===== config.mk =====
export PLATFORM = sky130hd
export DESIGN_NAME = tod_alarm_cmp
export DESIGN_NICKNAME = d
export VERILOG_FILES = /design/src/rtl/tda_alarm_pkg.sv /design/src/rtl/tda_alarm_regs.sv /design/src/rtl/tda_alarm_match.sv /design/src/rtl/tod_alarm_cmp.sv
export SDC_FILE = /design/constraint.sdc
export NUM_CORES = 1
export LEC_CHECK = 0
export ABC_AREA = 1
export BUFFER_PORTS_ARGS = -buffer_cell sky130_fd_sc_hd__buf_4
export CORE_UTILIZATION = 50
export CTS_BUF_LIST = sky130_fd_sc_hd__clkbuf_16
export DETAILED_ROUTE_END_ITERATION = 7
export MAX_ROUTING_LAYER = met4
export PLACE_DENSITY_LB_ADDON = 0.12
export SLEW_MARGIN = 20
export SYNTH_ARGS = -nofsm -noshare
export SYNTH_HDL_FRONTEND = slang
export SYNTH_HIERARCHICAL = 1
export SYNTH_SLANG_ARGS = --single-unit

===== constraint.sdc =====
create_clock -name clk -period 1.58 [get_ports clk]
set_input_delay 0.395 -clock clk [delete_from_list [all_inputs] [get_ports clk]]
set_output_delay 0.395 -clock clk [all_outputs]
set_load 0.1 [all_outputs]

===== src/rtl/tda_alarm_pkg.sv =====
package tda_alarm_pkg;

    localparam int REG_W    = 8;
    localparam int MASK_BIT = REG_W - 1;
    localparam int MIN_W    = 7;
    localparam int HR_W     = 7;
    localparam int DAY_W    = 3;
    localparam int ADDR_W   = 2;

    localparam logic [ADDR_W-1:0] A_MIN  = 2'd0;
    localparam logic [ADDR_W-1:0] A_HOUR = 2'd1;
    localparam logic [ADDR_W-1:0] A_DAY  = 2'd2;

    typedef struct packed {
        logic             m_mask;
        logic [MIN_W-1:0] m_val;
        logic             h_mask;
        logic [HR_W-1:0]  h_val;
        logic             d_mask;
        logic [DAY_W-1:0] d_val;
    } alm_regs_t;

endpackage


===== src/rtl/tda_alarm_regs.sv =====
module tda_alarm_regs
    import tda_alarm_pkg::*;
(
    input  logic              clk,
    input  logic              rst_n,
    input  logic              bus_en,
    input  logic              bus_wr,
    input  logic [ADDR_W-1:0] bus_addr,
    input  logic [REG_W-1:0]  bus_wdata,
    output logic [REG_W-1:0]  bus_rdata,
    output alm_regs_t         regs
);

    alm_regs_t regs_d, regs_q;

    always_comb begin
        regs_d = regs_q;
        if (bus_en && bus_wr) begin
            unique case (bus_addr)
                A_MIN: begin
                    regs_d.m_mask = bus_wdata[MASK_BIT];
                    regs_d.m_val  = bus_wdata[MIN_W-1:0];
                end
                A_HOUR: begin
                    regs_d.h_mask = bus_wdata[MASK_BIT];
                    regs_d.h_val  = bus_wdata[HR_W-1:0];
                end
                A_DAY: begin
                    regs_d.d_mask = bus_wdata[MASK_BIT];
                    regs_d.d_val  = bus_wdata[DAY_W-1:0];
                end
                default: ;
            endcase
        end
    end

    always_ff @(posedge clk or negedge rst_n) begin
        if (!rst_n) regs_q <= '0;
        else        regs_q <= regs_d;
    end

    always_comb begin
        bus_rdata = '0;
        unique case (bus_addr)
            A_MIN: begin
                bus_rdata[MASK_BIT]  = regs_q.m_mask;
                bus_rdata[MIN_W-1:0] = regs_q.m_val;
            end
            A_HOUR: begin
                bus_rdata[MASK_BIT] = regs_q.h_mask;
                bus_rdata[HR_W-1:0] = regs_q.h_val;
            end
            A_DAY: begin
                bus_rdata[MASK_BIT]  = regs_q.d_mask;
                bus_rdata[DAY_W-1:0] = regs_q.d_val;
            end
            default: ;
        endcase
    end

    assign regs = regs_q;

    // unused day bits never read as anything but zero
    a_r2_day_pad_zero: assert property (@(posedge clk) disable iff (!rst_n)
        (bus_addr == A_DAY) |-> (bus_rdata[MASK_BIT-1:DAY_W] == '0));

    // a write lands in the addressed register by the next cycle
    a_r1_min_write: assert property (@(posedge clk) disable iff (!rst_n)
        (bus_en && bus_wr && bus_addr == A_MIN) |=>
            ({regs_q.m_mask, regs_q.m_val} == $past(bus_wdata)));

endmodule


===== src/rtl/tda_alarm_match.sv =====
module tda_alarm_match
    import tda_alarm_pkg::*;
(
    input  alm_regs_t         regs,
    input  logic [MIN_W-1:0]  cur_min,
    input  logic [HR_W-1:0]   cur_hour,
    input  logic [DAY_W-1:0]  cur_day,
    output logic              hit
);

    logic skip_day, skip_hour, skip_min;
    logic eq_day, eq_hour, eq_min;

    always_comb begin
        // nested masks: each level only counts when the wider one is set
        skip_day  = regs.d_mask;
        skip_hour = regs.d_mask && regs.h_mask;
        skip_min  = skip_hour && regs.m_mask;
        eq_day    = (cur_day  == regs.d_val);
        eq_hour   = (cur_hour == regs.h_val);
        eq_min    = (cur_min  == regs.m_val);
        hit       = (skip_day || eq_day) && (skip_hour || eq_hour) &&
                    (skip_min || eq_min);
    end

endmodule


===== src/rtl/tod_alarm_cmp.sv =====
module tod_alarm_cmp
    import tda_alarm_pkg::*;
(
    input  logic              clk,
    input  logic              rst_n,
    input  logic              bus_en,
    input  logic              bus_wr,
    input  logic [ADDR_W-1:0] bus_addr,
    input  logic [REG_W-1:0]  bus_wdata,
    output logic [REG_W-1:0]  bus_rdata,
    input  logic [MIN_W-1:0]  cur_min,
    input  logic [HR_W-1:0]   cur_hour,
    input  logic [DAY_W-1:0]  cur_day,
    input  logic              hund99,
    input  logic              sec59,
    output logic              alarm_flag,
    output logic              alarm_irq_n
);

    typedef struct packed {
        logic flag;
        logic done;
    } evt_state_t;

    alm_regs_t  regs;
    logic       hit;
    logic       bus_hit;
    logic       fire;
    evt_state_t st_d, st_q;

    tda_alarm_regs u_regs (
        .clk       (clk),
        .rst_n     (rst_n),
        .bus_en    (bus_en),
        .bus_wr    (bus_wr),
        .bus_addr  (bus_addr),
        .bus_wdata (bus_wdata),
        .bus_rdata (bus_rdata),
        .regs      (regs)
    );

    tda_alarm_match u_match (
        .regs     (regs),
        .cur_min  (cur_min),
        .cur_hour (cur_hour),
        .cur_day  (cur_day),
        .hit      (hit)
    );

    always_comb begin
        st_d    = st_q;
        bus_hit = bus_en && (bus_addr <= A_DAY);
        fire    = hund99 && sec59 && hit && !st_q.done;
        st_d.done = hund99 ? (st_q.done || fire) : 1'b0;
        st_d.flag = bus_hit ? 1'b0 : (st_q.flag || fire);
    end

    always_ff @(posedge clk or negedge rst_n) begin
        if (!rst_n) st_q <= '0;
        else        st_q <= st_d;
    end

    assign alarm_flag  = st_q.flag;
    assign alarm_irq_n = !st_q.flag;

    // access clears the flag at that edge
    a_r9_access_clears: assert property (@(posedge clk) disable iff (!rst_n)
        (bus_en && bus_addr != 2'd3) |=> !alarm_flag);

    // flag only rises from a matching check window
    a_r7_rise_in_window: assert property (@(posedge clk) disable iff (!rst_n)
        $rose(alarm_flag) |-> $past(hund99 && sec59 && hit));

    // no second fire while the same window stays open
    a_r7_once_per_window: assert property (@(posedge clk) disable iff (!rst_n)
        (st_q.done && hund99 && !bus_en) |=> $stable(alarm_flag));

    // flag holds without an access
    a_r8_sticky: assert property (@(posedge clk) disable iff (!rst_n)
        (alarm_flag && !bus_en) |=> alarm_flag);

    // interrupt is the inverse of the flag
    a_r8_irq_polarity: assert property (@(posedge clk) disable iff (!rst_n)
        alarm_irq_n != alarm_flag);

endmodule


==> run summary, run 1 <==
Status - complete, no violations
Clock-pin slew on the worst setup and hold paths - 60 ps
Number of synthesized flops with an enable pin - 0
Setup WS pre-CTS - -155 ps
Initial drt markers - 47
Critical Path RT - 1180 ps
Tcrit/Tclk final - 0.986
Max IR drop VDD - 0.000964 V
Worst-Margin Slew - 339 ps
Ys Warns - 6
Post-synthesis sequential area ratio - 0.410
Power per cell area - 1010 mW/mm^2
Max clock buf depth - 2
Largest area contributor in the netlist - dfrtp_1
GPL Wtd Cong - 0.848
Net Count, Synth - 232
Crit path capture type - output pin
Fin Clk Skew - 6.92 ps
Total Wirelength - 3760 microns
Hold Vio Cnt, Final - 0
Mapped Cells - 199
DRC viols - 0
Die Height - 53.8 microns
Pre-antenna DRT Iters - 4
Die Span X - 53.8 microns
Pin count of the biggest net entering global routing - 23
Num ports - 43
Num CTS Buffers - 3
Die area - 0.00290 sq mm
Via count - 1,423
Top-count cell post-synth - nand2_1
GRT Total Usage - 0.284
Slew HR - 0.774
Fmax - 0.642 GHz
Global-route wire length before repair - 5660 microns
Synth top area cells - dfrtp_1, nand2_1, nand3_1
Initial antenna violation count - 0
Setup violations, final - 0
Total power draw - 2.09 mW
Fin nets - 285
Synthesized area per cell - 6.75 sq um
Dominant synthesized flop cell - dfrtp_1
Number of H-tree levels - 1
Fraction of registers with async set/reset - 1.00
Seq cells post-synth - 22
Placeable Area - 0.00250 sq mm
Max_cap viols - 0
Commonest cells post-synth - nand2_1, nand3_1, dfrtp_1
Setup CP Type - in2out
Met2 Wirelength - 1920 microns
DR vias/cell - 5.06
Crit start category - input port
P&R area growth vs syn - 53.6%
Leakage power - 1.11 nW
Fin. max-slew vios - 0
Average wire per standard cell - 13.4 microns
Clk_lat worst skew - 250 ps
Crit path DAT - 1160 ps
Initial Utilization - 0.538
CTS tree - built
Number of global-route vias before repair - 1,289
Tightest Hold Check Type - in2async
Antenna cells - 0
GRT overflow - 0
Root Driver - clkbuf_16
Yosys cell types - 19
Share of cells above drive strength 1 - 0.331
M1 WL - 1560 microns
Worst-path maximum fanout - 6
Port buffer count - 42
DR WL met3 - 208 microns
Clock Sinks - 22
Synth top area share - 0.410
Final worst slack - 22.8 ps
Setup_tns - 0 ps
Uppermost layer routed - met4
Hpwl dp - 2470 microns
Routed Antenna Nets - 0
Period minus WS final - 1560 ps
Post-synthesis cell area - 0.00134 sq mm
Rows - 18
[worst max-delay path, stage by stage]
cell	delay [ps]
buf_6	120
nor2_4	250
nand2_2	120
nand3_4	100
buf_12	170
[kinds of logic after synthesis]
| group | after synthesis | synth area share |
|---|---|---|
| buffers and inverters | 25 | 0.0801 |
| AOI/OAI and AO/OA | 3 | 0.0149 |
| DFF | 22 | 0.410 |
| xor gates and xnor gates | 9 | 0.0587 |
| and+or+nand+nor | 140 | 0.437 |
[report_power, final]
part	internal, mW	switching, mW
Clock	0.337	0.193
Combinational	0.318	0.474
Sequential	0.660	0.112
[routing by layer]
layer / vias to the layer above / track usage
met2: 63 / 0.479
met5: - / -
met1: 635 / 0.353
met4: 0 / 0.0877
li1: 716 / -
met3: 9 / 0.0339
[cell type report]
| cell class | count | area, sq um |
|---|---|---|
| flip-flops and latches | 22 | 554 |
| clock inverters | 1 | 3.75 |
| inverters | 21 | 87.6 |
| repair buffers | 50 | 490 |
| clock buffers | 3 | 75.1 |
| fillers | 157 | 435 |
| multi-input cells | 154 | 816 |
| well taps | 30 | 37.5 |
[cell usage in the layout (no fill, tap or decap), drive strengths merged]
cell        n
xor2        4
or2         1
xnor2       5
a21oi       1
o21bai      1
buf        50
clkbuf      3
dfrtp      22
nand3      27
nand4       1
nand2     100
clkinvlp    1
a21boi      1
inv        21
nor2       13
[path summary, 6_finish.rpt]
check,depth (start not counted),end,start,slack [ps]
min in group clk,3,st_q[0],hund99,360
max in group asynchronous,1,alarm_flag,rst_n,1320
min,1,u_regs/regs[1],rst_n,20
max reg2reg,9,alarm_flag,u_regs/regs[5],130
min reg2reg,2,st_q[0],st_q[0],470
max,5,bus_rdata[0],bus_addr[1],20
[per-stage QoR]
| stage | cell area (sq um) | std cells | hold WS [ps] | utilization |
|---|---|---|---|---|
| 3_3_place_gp | 1820 | 274 | 292 | 0.728 |
| 2_1_floorplan | 1430 | 199 | 99.4 | - |
| 5_1_grt | 2060 | 281 | 38.5 | 0.826 |
| 3_5_place_dp | 1820 | 274 | 297 | 0.728 |
| 4_1_cts | 2030 | 280 | 26.1 | 0.814 |
| 6_report | 2060 | 281 | 15.9 | 0.826 |
[repair_timing]
item                                   4_1_cts  5_1_grt
pin swaps                                    5        9
endpoints found under the hold margin        0        0
setup buffers                                0        1
cloned                                       2        0
resized for setup                           33        8
hold buffers                                 0        0
setup endpoints to repair                    8        8
[flip-flops by register name, summed over array words and instances, names as in the netlist]
register,flops
alarm_flag,1
st_q,1
u_regs/regs,20
(Power assumes the default switching activity.)
==> run 2, diff against run 1 <==
--- a/config.mk
+++ b/config.mk
@@ -11,7 +11,8 @@
 export CTS_BUF_LIST = sky130_fd_sc_hd__clkbuf_16
 export DETAILED_ROUTE_END_ITERATION = 7
 export MAX_ROUTING_LAYER = met4
-export PLACE_DENSITY_LB_ADDON = 0.12
+export PLACE_DENSITY = 0.78
+export SETUP_SLACK_MARGIN = 0.2
 export SLEW_MARGIN = 20
 export SYNTH_ARGS = -nofsm -noshare
 export SYNTH_HDL_FRONTEND = slang
==> run summary, run 2 (synthesized netlist as in run 1, its figures left out) <==
Clock Sinks - 22 (unchanged)
Design area - 0.00231 sq mm (+12%)
Die area - 0.00290 sq mm (unchanged)
Fmax - 0.624 GHz (-2.9%)
Tcrit/Tclk final - 1.01 (+0.0293)
Setup CP Type - in2out
Worst-path maximum fanout - 8 (+2)
Setup_tns - -84.1 ps (-84.1 ps)
Crit path capture type - output pin
Global-route wire length before repair - 6660 microns (+18%)
Fin. max-slew vios - 0 (unchanged)
Num CTS Buffers - 3 (unchanged)
Multi-input gate area - 928 sq um (+14%)
Final worst slack - -23.5 ps (-46.2 ps)
CTS tree - built
Largest register FFs - 20 (unchanged)
Uppermost layer routed - met4
Worst-Margin Slew - 418 ps (+78.7 ps)
DR vias/cell - 5.56 (+9.8%)
Share of cells above drive strength 1 - 0.388 (+0.0569)
Pin count of the biggest net entering global routing - 23 (unchanged)
P&R area growth vs syn - 71.7%
Power per cell area - 981 mW/mm^2 (-3.2%)
Routed Antenna Nets - 0 (unchanged)
Max clock buf depth - 2 (unchanged)
Dpl cell area - 0.00197 sq mm (+8.2%)
Status - finished with violations
Antenna cells - 0 (unchanged)
Total Wirelength - 4740 microns (+26%)
Slew HR - 0.721 (-0.0525)
Layout Cells excl Fill - 288 (+2.5%)
GRT Total Usage - 0.342 (+0.0575)
Max_cap viols - 0 (unchanged)
Placeable Area - 0.00250 sq mm (unchanged)
GPL Wtd Cong - 0.847 (about the same)
Max incr delay on CP - 200 ps (-50 ps)
Most common cell after layout, fill and taps aside - nand2_1
Initial Utilization - 0.538 (unchanged)
Fill count - 100 (-36%)
Initial antenna violation count - 0 (unchanged)
Hpwl dp - 2620 microns (+5.9%)
Num ports - 43 (unchanged)
Initial drt markers - 100 (+110%)
Die Span X - 53.8 microns (unchanged)
Root Driver - clkbuf_16
Slowest CP cell - nor2_4
Average wire per standard cell - 16.5 microns (+23%)
Leakage power - 1.25 nW (+13%)
GRT overflow - 0 (unchanged)
Number of global-route vias before repair - 1,526 (+18%)
Port buffer count - 42 (unchanged)
Critical Path RT - 1180 ps (about the same)
Clock-pin slew on the worst setup and hold paths - 60 ps (about the same)
Register Area - 563 sq um (+1.6%)
CP dominant cell by count - buf_12
DRC viols - 0 (unchanged)
Via count - 1,601 (+13%)
Crit-path cells - buf_12 > inv_8 > nor2_4 > buf_12 > nand2_8 > nand2_8 > buf_12
Commonest non-fill, non-tap cells in the layout - nand2_1, buf_4, nand3_1
RSZ-0062 raised after global routing - yes
Final Core Density - 0.923 (+0.0971)
Max IR drop VDD - 0.000921 V (-4.4%)
Placed Cells - 274 (unchanged)
Period minus WS final - 1600 ps (+46.2 ps)
Failing checks - setup timing
Crit start category - input port
Fin Clk Skew - 4.00 ps (-2.93 ps)
Number of H-tree levels - 1 (unchanged)
Fin nets - 292 (+2.5%)
Die Height - 53.8 microns (unchanged)
Crit path DAT - 1210 ps (+50 ps)
Met2 Wirelength - 2410 microns (+25%)
Hold Vio Cnt, Final - 0 (unchanged)
DR WL met3 - 356 microns (+71%)
M1 WL - 1800 microns (+16%)
Clk_lat worst skew - 260 ps (about the same)
Pre-antenna DRT Iters - 4 (unchanged)
Rows - 18 (unchanged)
Setup violations, final - 4 (+4)
Tightest Hold Check Type - in2async
==> run 2: cell types whose count changed in the layout (fill, tap and decap cells not counted), sizes merged <==
cell	change
buf	+9
nor2	-2
clkinv	+1
inv	-1
==> run 2: critical path, delay by kind of cell <==
kind	cells	cell delay, ps
buffers and inverters	4	470
and+or+nand+nor	3	330
==> run 2: layer usage <==
| metal | track usage | up-vias |
|---|---|---|
| met1 | 0.382 | 766 |
| met2 | 0.562 | 87 |
| li1 | - | 729 |
| met4 | 0.202 | 0 |
| met3 | 0.0650 | 19 |
| met5 | - | - |
==> run 2: path summary, 6_finish.rpt <==
| kind | from | to | slack [ps] | cells past startpoint |
|---|---|---|---|---|
| min in group clk | hund99 | st_q[0] | 360 | 3 |
| worst max register to register | u_regs/regs[0] | alarm_flag | 90 | 7 |
| worst min register to register | st_q[0] | st_q[0] | 490 | 2 |
| max in group asynchronous | rst_n | alarm_flag | 1310 | 1 |
| worst min-delay path | rst_n | u_regs/regs[16] | 10 | 1 |
| worst max-delay path | bus_addr[0] | bus_rdata[6] | -20 | 7 |
==> run 2: area by class of cell <==
cell class / instances / area share
inverter: 21 / 0.0390
tap: 30 / 0.0163
clock buffer: 3 / 0.0325
clock inverter: 1 / 0.00163
timing repair buffer: 59 / 0.264
multi-input combinational: 152 / 0.402
sequential: 22 / 0.244
==> run 2: timing repair <==
item,4_1_cts,5_1_grt
setup endpoints to repair,11,11
pin swaps,4,2
resized for setup,38,9
buffers inserted,5,5
hold buffers,0,0
==> run 2: per-stage QoR <==
stage | power [mW] | hold WS, ps | setup WS [ps]
floorplan | 1.32 | 99.4 | 68.5
global placement | 1.50 | 298 | -184
detailed placement | 1.53 | 305 | -202
CTS | 2.20 | 27.7 | -13.8
global route | 2.36 | 41.5 | -47.5
finish | 2.26 | 13.8 | -23.5
==> run 2: power breakdown <==
group          leakage (nW)  switching (mW)  internal, mW
combinational         0.940           0.531         0.367
clock                0.0385           0.213         0.338
sequential            0.269           0.148         0.667
==> run 3, diff against run 2 <==
--- a/config.mk
+++ b/config.mk
@@ -7,6 +7,7 @@
 export LEC_CHECK = 0
 export ABC_AREA = 1
 export BUFFER_PORTS_ARGS = -buffer_cell sky130_fd_sc_hd__buf_4
+export CORE_MARGIN = 4
 export CORE_UTILIZATION = 50
 export CTS_BUF_LIST = sky130_fd_sc_hd__clkbuf_16
 export DETAILED_ROUTE_END_ITERATION = 7
@@ -16,5 +17,4 @@
 export SLEW_MARGIN = 20
 export SYNTH_ARGS = -nofsm -noshare
 export SYNTH_HDL_FRONTEND = slang
-export SYNTH_HIERARCHICAL = 1
 export SYNTH_SLANG_ARGS = --single-unit
==> run summary, run 3 <==
Status - finished with violations
Failing checks - setup timing
Port buffer count - 42 (unchanged)
Mux cell area share after synthesis - 0 (unchanged)
Crit path DAT - 1300 ps (+90 ps)
Power per cell area - 1040 mW/mm^2 (+6.4%)
Max IR drop VDD - 0.000768 V (-17%)
Placeable Area - 0.00252 sq mm (+0.90%)
Fmax - 0.590 GHz (-5.5%)
Dominant synthesized flop cell - dfrtp_1
CTS tree - built
FF-to-FF path depth - 9 (+2)
Reg-to-Reg Start - u_regs.regs[9]
Commonest non-fill, non-tap cells in the layout - nand2_1, buf_4, inv_1
Fin. max-slew vios - 0 (unchanged)
Yosys cell types - 21 (+2)
Leakage power - 1.08 nW (-14%)
Clock-pin slew on the worst setup and hold paths - 60 ps (about the same)
FF-to-FF setup slack - 300 ps (+210 ps)
Critical Path RT - 1180 ps (about the same)
Fin nets - 269 (-7.9%)
Complex-gate fraction of the synthesized area - 0.160 (+0.146)
Average wire per standard cell - 14.5 microns (-12%)
Clock Sinks - 22 (unchanged)
Die Height - 59.9 microns (+11%)
Number of H-tree levels - 1 (unchanged)
Setup_tns - -365 ps (-281 ps)
Pre-antenna DRT Iters - 4 (unchanged)
Post-synthesis sequential area ratio - 0.408 (-0.00152)
GRT Total Usage - 0.231 (-0.111)
Hold Vio Cnt, Final - 0 (unchanged)
Sw frac - 0.380 (-0.0135)
Setup WS pre-CTS - -151 ps (+51.8 ps)
Clock share of power - 0.256 (+0.012)
Num ports - 43 (unchanged)
P&R area growth vs syn - 49.7%
Comb pwr share - 0.379 (-0.017)
Synth top area cells - dfrtp_1, nand2_1, inv_1
Antenna cells - 0 (unchanged)
Reg-to-Reg End - alarm_flag
Fin Clk Skew - 3.77 ps (-0.229 ps)
Synthesized area per cell - 7.33 sq um (+8.6%)
Largest area contributor in the netlist - dfrtp_1
Synth Area in Adders - 0 (unchanged)
Critical Path Sink - bus_rdata[1]
Seq cells post-synth - 22 (unchanged)
Pint - 1.31 mW (-4.8%)
Crit start category - input port
Max clock buf depth - 2 (unchanged)
Setup violations, final - 6 (+2)
Number of synthesized flops with an enable pin - 0 (unchanged)
Total Wirelength - 3850 microns (-19%)
Global-route wire length before repair - 5980 microns (-10%)
Initial Utilization - 0.535 (-0.00282)
Initial drt markers - 57 (-43%)
Slew HR - 0.804 (+0.0823)
Net Count, Synth - 217 (-6.5%)
Pin count of the biggest net entering global routing - 23 (unchanged)
Initial antenna violation count - 0 (unchanged)
Synth top area share - 0.408 (-0.00152)
Tcrit/Tclk final - 1.07 (+0.0585)
Period minus WS final - 1700 ps (+92.5 ps)
Setup CP Type - in2out
Min Hold Slack - 19.4 ps (+5.56 ps)
Die area - 0.00359 sq mm (+24%)
Share of cells above drive strength 1 - 0.374 (-0.0131)
Crit path launch - bus_addr[0]
Rows - 18 (unchanged)
Top-count cell post-synth - nand2_1
Mapped Cells - 184 (-7.5%)
Hpwl dp - 2660 microns (+1.6%)
DRC viols - 0 (unchanged)
Simple-Gate Fraction of Synth Area - 0.270 (-0.167)
Clk_lat worst skew - 250 ps (about the same)
Post-synthesis cell area - 0.00135 sq mm (+0.37%)
Tightest Hold Check Type - in2async
Most common cell after layout, fill and taps aside - nand2_1
GPL Wtd Cong - 0.834 (-1.6%)
Largest register FFs - 20 (unchanged)
Max_cap viols - 0 (unchanged)
DR vias/cell - 5.22 (-6.2%)
Num CTS Buffers - 3 (unchanged)
GRT overflow - 0 (unchanged)
Fraction of registers with async set/reset - 1.00 (unchanged)
Via count - 1,382 (-14%)
Seq pwr share - 0.365 (+0.005)
Ys Warns - 0 (-6)
Routed Antenna Nets - 0 (unchanged)
Crit path capture type - output pin
Largest family of logic cells by synthesized area - simple AND/OR/NAND/NOR gates
Worst-path maximum fanout - 7 (-1)
Root Driver - clkbuf_16
Commonest cells post-synth - nand2_1, inv_1, dfrtp_1
Number of global-route vias before repair - 1,367 (-10%)
Worst-Margin Slew - 295 ps (-123 ps)
Psw - 0.803 mW (-10%)
Total power draw - 2.11 mW (-6.8%)
Post-synthesis xor/xnor area fraction - 0.0455 (-0.0132)
Die Span X - 59.9 microns (+11%)
Final worst slack - -116 ps (-92.5 ps)
RSZ-0062 raised after global routing - yes
run 3: per-stage QoR:
| stage | cell area [sq um] | utilization | instances |
|---|---|---|---|
| after floorplan | 1410 | - | 184 |
| after global placement | 1760 | 0.697 | 257 |
| after detailed placement | 1760 | 0.697 | 257 |
| after CTS | 1960 | 0.776 | 263 |
| after global routing | 2020 | 0.801 | 265 |
| final | 2020 | 0.801 | 265 |
run 3: final cells by class:
type                            count  area (sq um)
Timing Repair Buffer               49           479
Clock buffer                        3          75.1
Fill cell                         166           503
Sequential cell                    22           554
Inverter                           35           141
Clock inverter                      1          3.75
Tap cell                           30          37.5
Multi-Input combinational cell    125           728
run 3: metal layers:
| metal | global-route usage | vias to the layer above | wire [microns] |
|---|---|---|---|
| met2 | 0.410 | 51 | 2060 |
| met4 | 0.0506 | 0 | 68 |
| met1 | 0.262 | 656 | 1470 |
| met5 | - | - | 0 |
| li1 | - | 667 | - |
| met3 | 0.0518 | 8 | 252 |
run 3: timing repair:
item | CTS | global route
buffers inserted | 2 | 2
hold buffers | 0 | 0
setup endpoints to repair | 9 | 12
gates resized for setup | 26 | 16
hold endpoints to repair | 0 | 0
pin swaps | 3 | 7
run 3: power groups by stage:
| stage | clock network, mW | registers (mW) | logic (mW) |
|---|---|---|---|
| floorplan | 0 | 0.737 | 0.515 |
| detailed placement | 0 | 0.763 | 0.694 |
| global route | 0.564 | 0.781 | 0.866 |
| CTS | 0.538 | 0.754 | 0.767 |
| global placement | 0 | 0.760 | 0.677 |
| finish | 0.541 | 0.769 | 0.800 |
run 3: critical path, cell delays in order:
cell      delay (ps)
buf_8            110
nor2_4           220
inv_2             90
o211ai_1         220
buf_6            260
run 3: worst min path at each step:
stage	startpoint	endpoint	slack [ps]	cells past startpoint
CTS	rst_n	st_q[0]	30	1
global placement	rst_n	st_q[0]	300	1
global route	rst_n	st_q[0]	40	1
detailed placement	rst_n	st_q[0]	300	1
finish	rst_n	st_q[0]	20	1
floorplan	rst_n	st_q[0]	100	0
run 3: kinds of logic (layout without fill, tap and decap cells):
logic type,Yosys count,in the layout
flops,22,22
compound gates,33,33
buf+inv,37,88
xor+xnor,7,7
simple gates,85,85
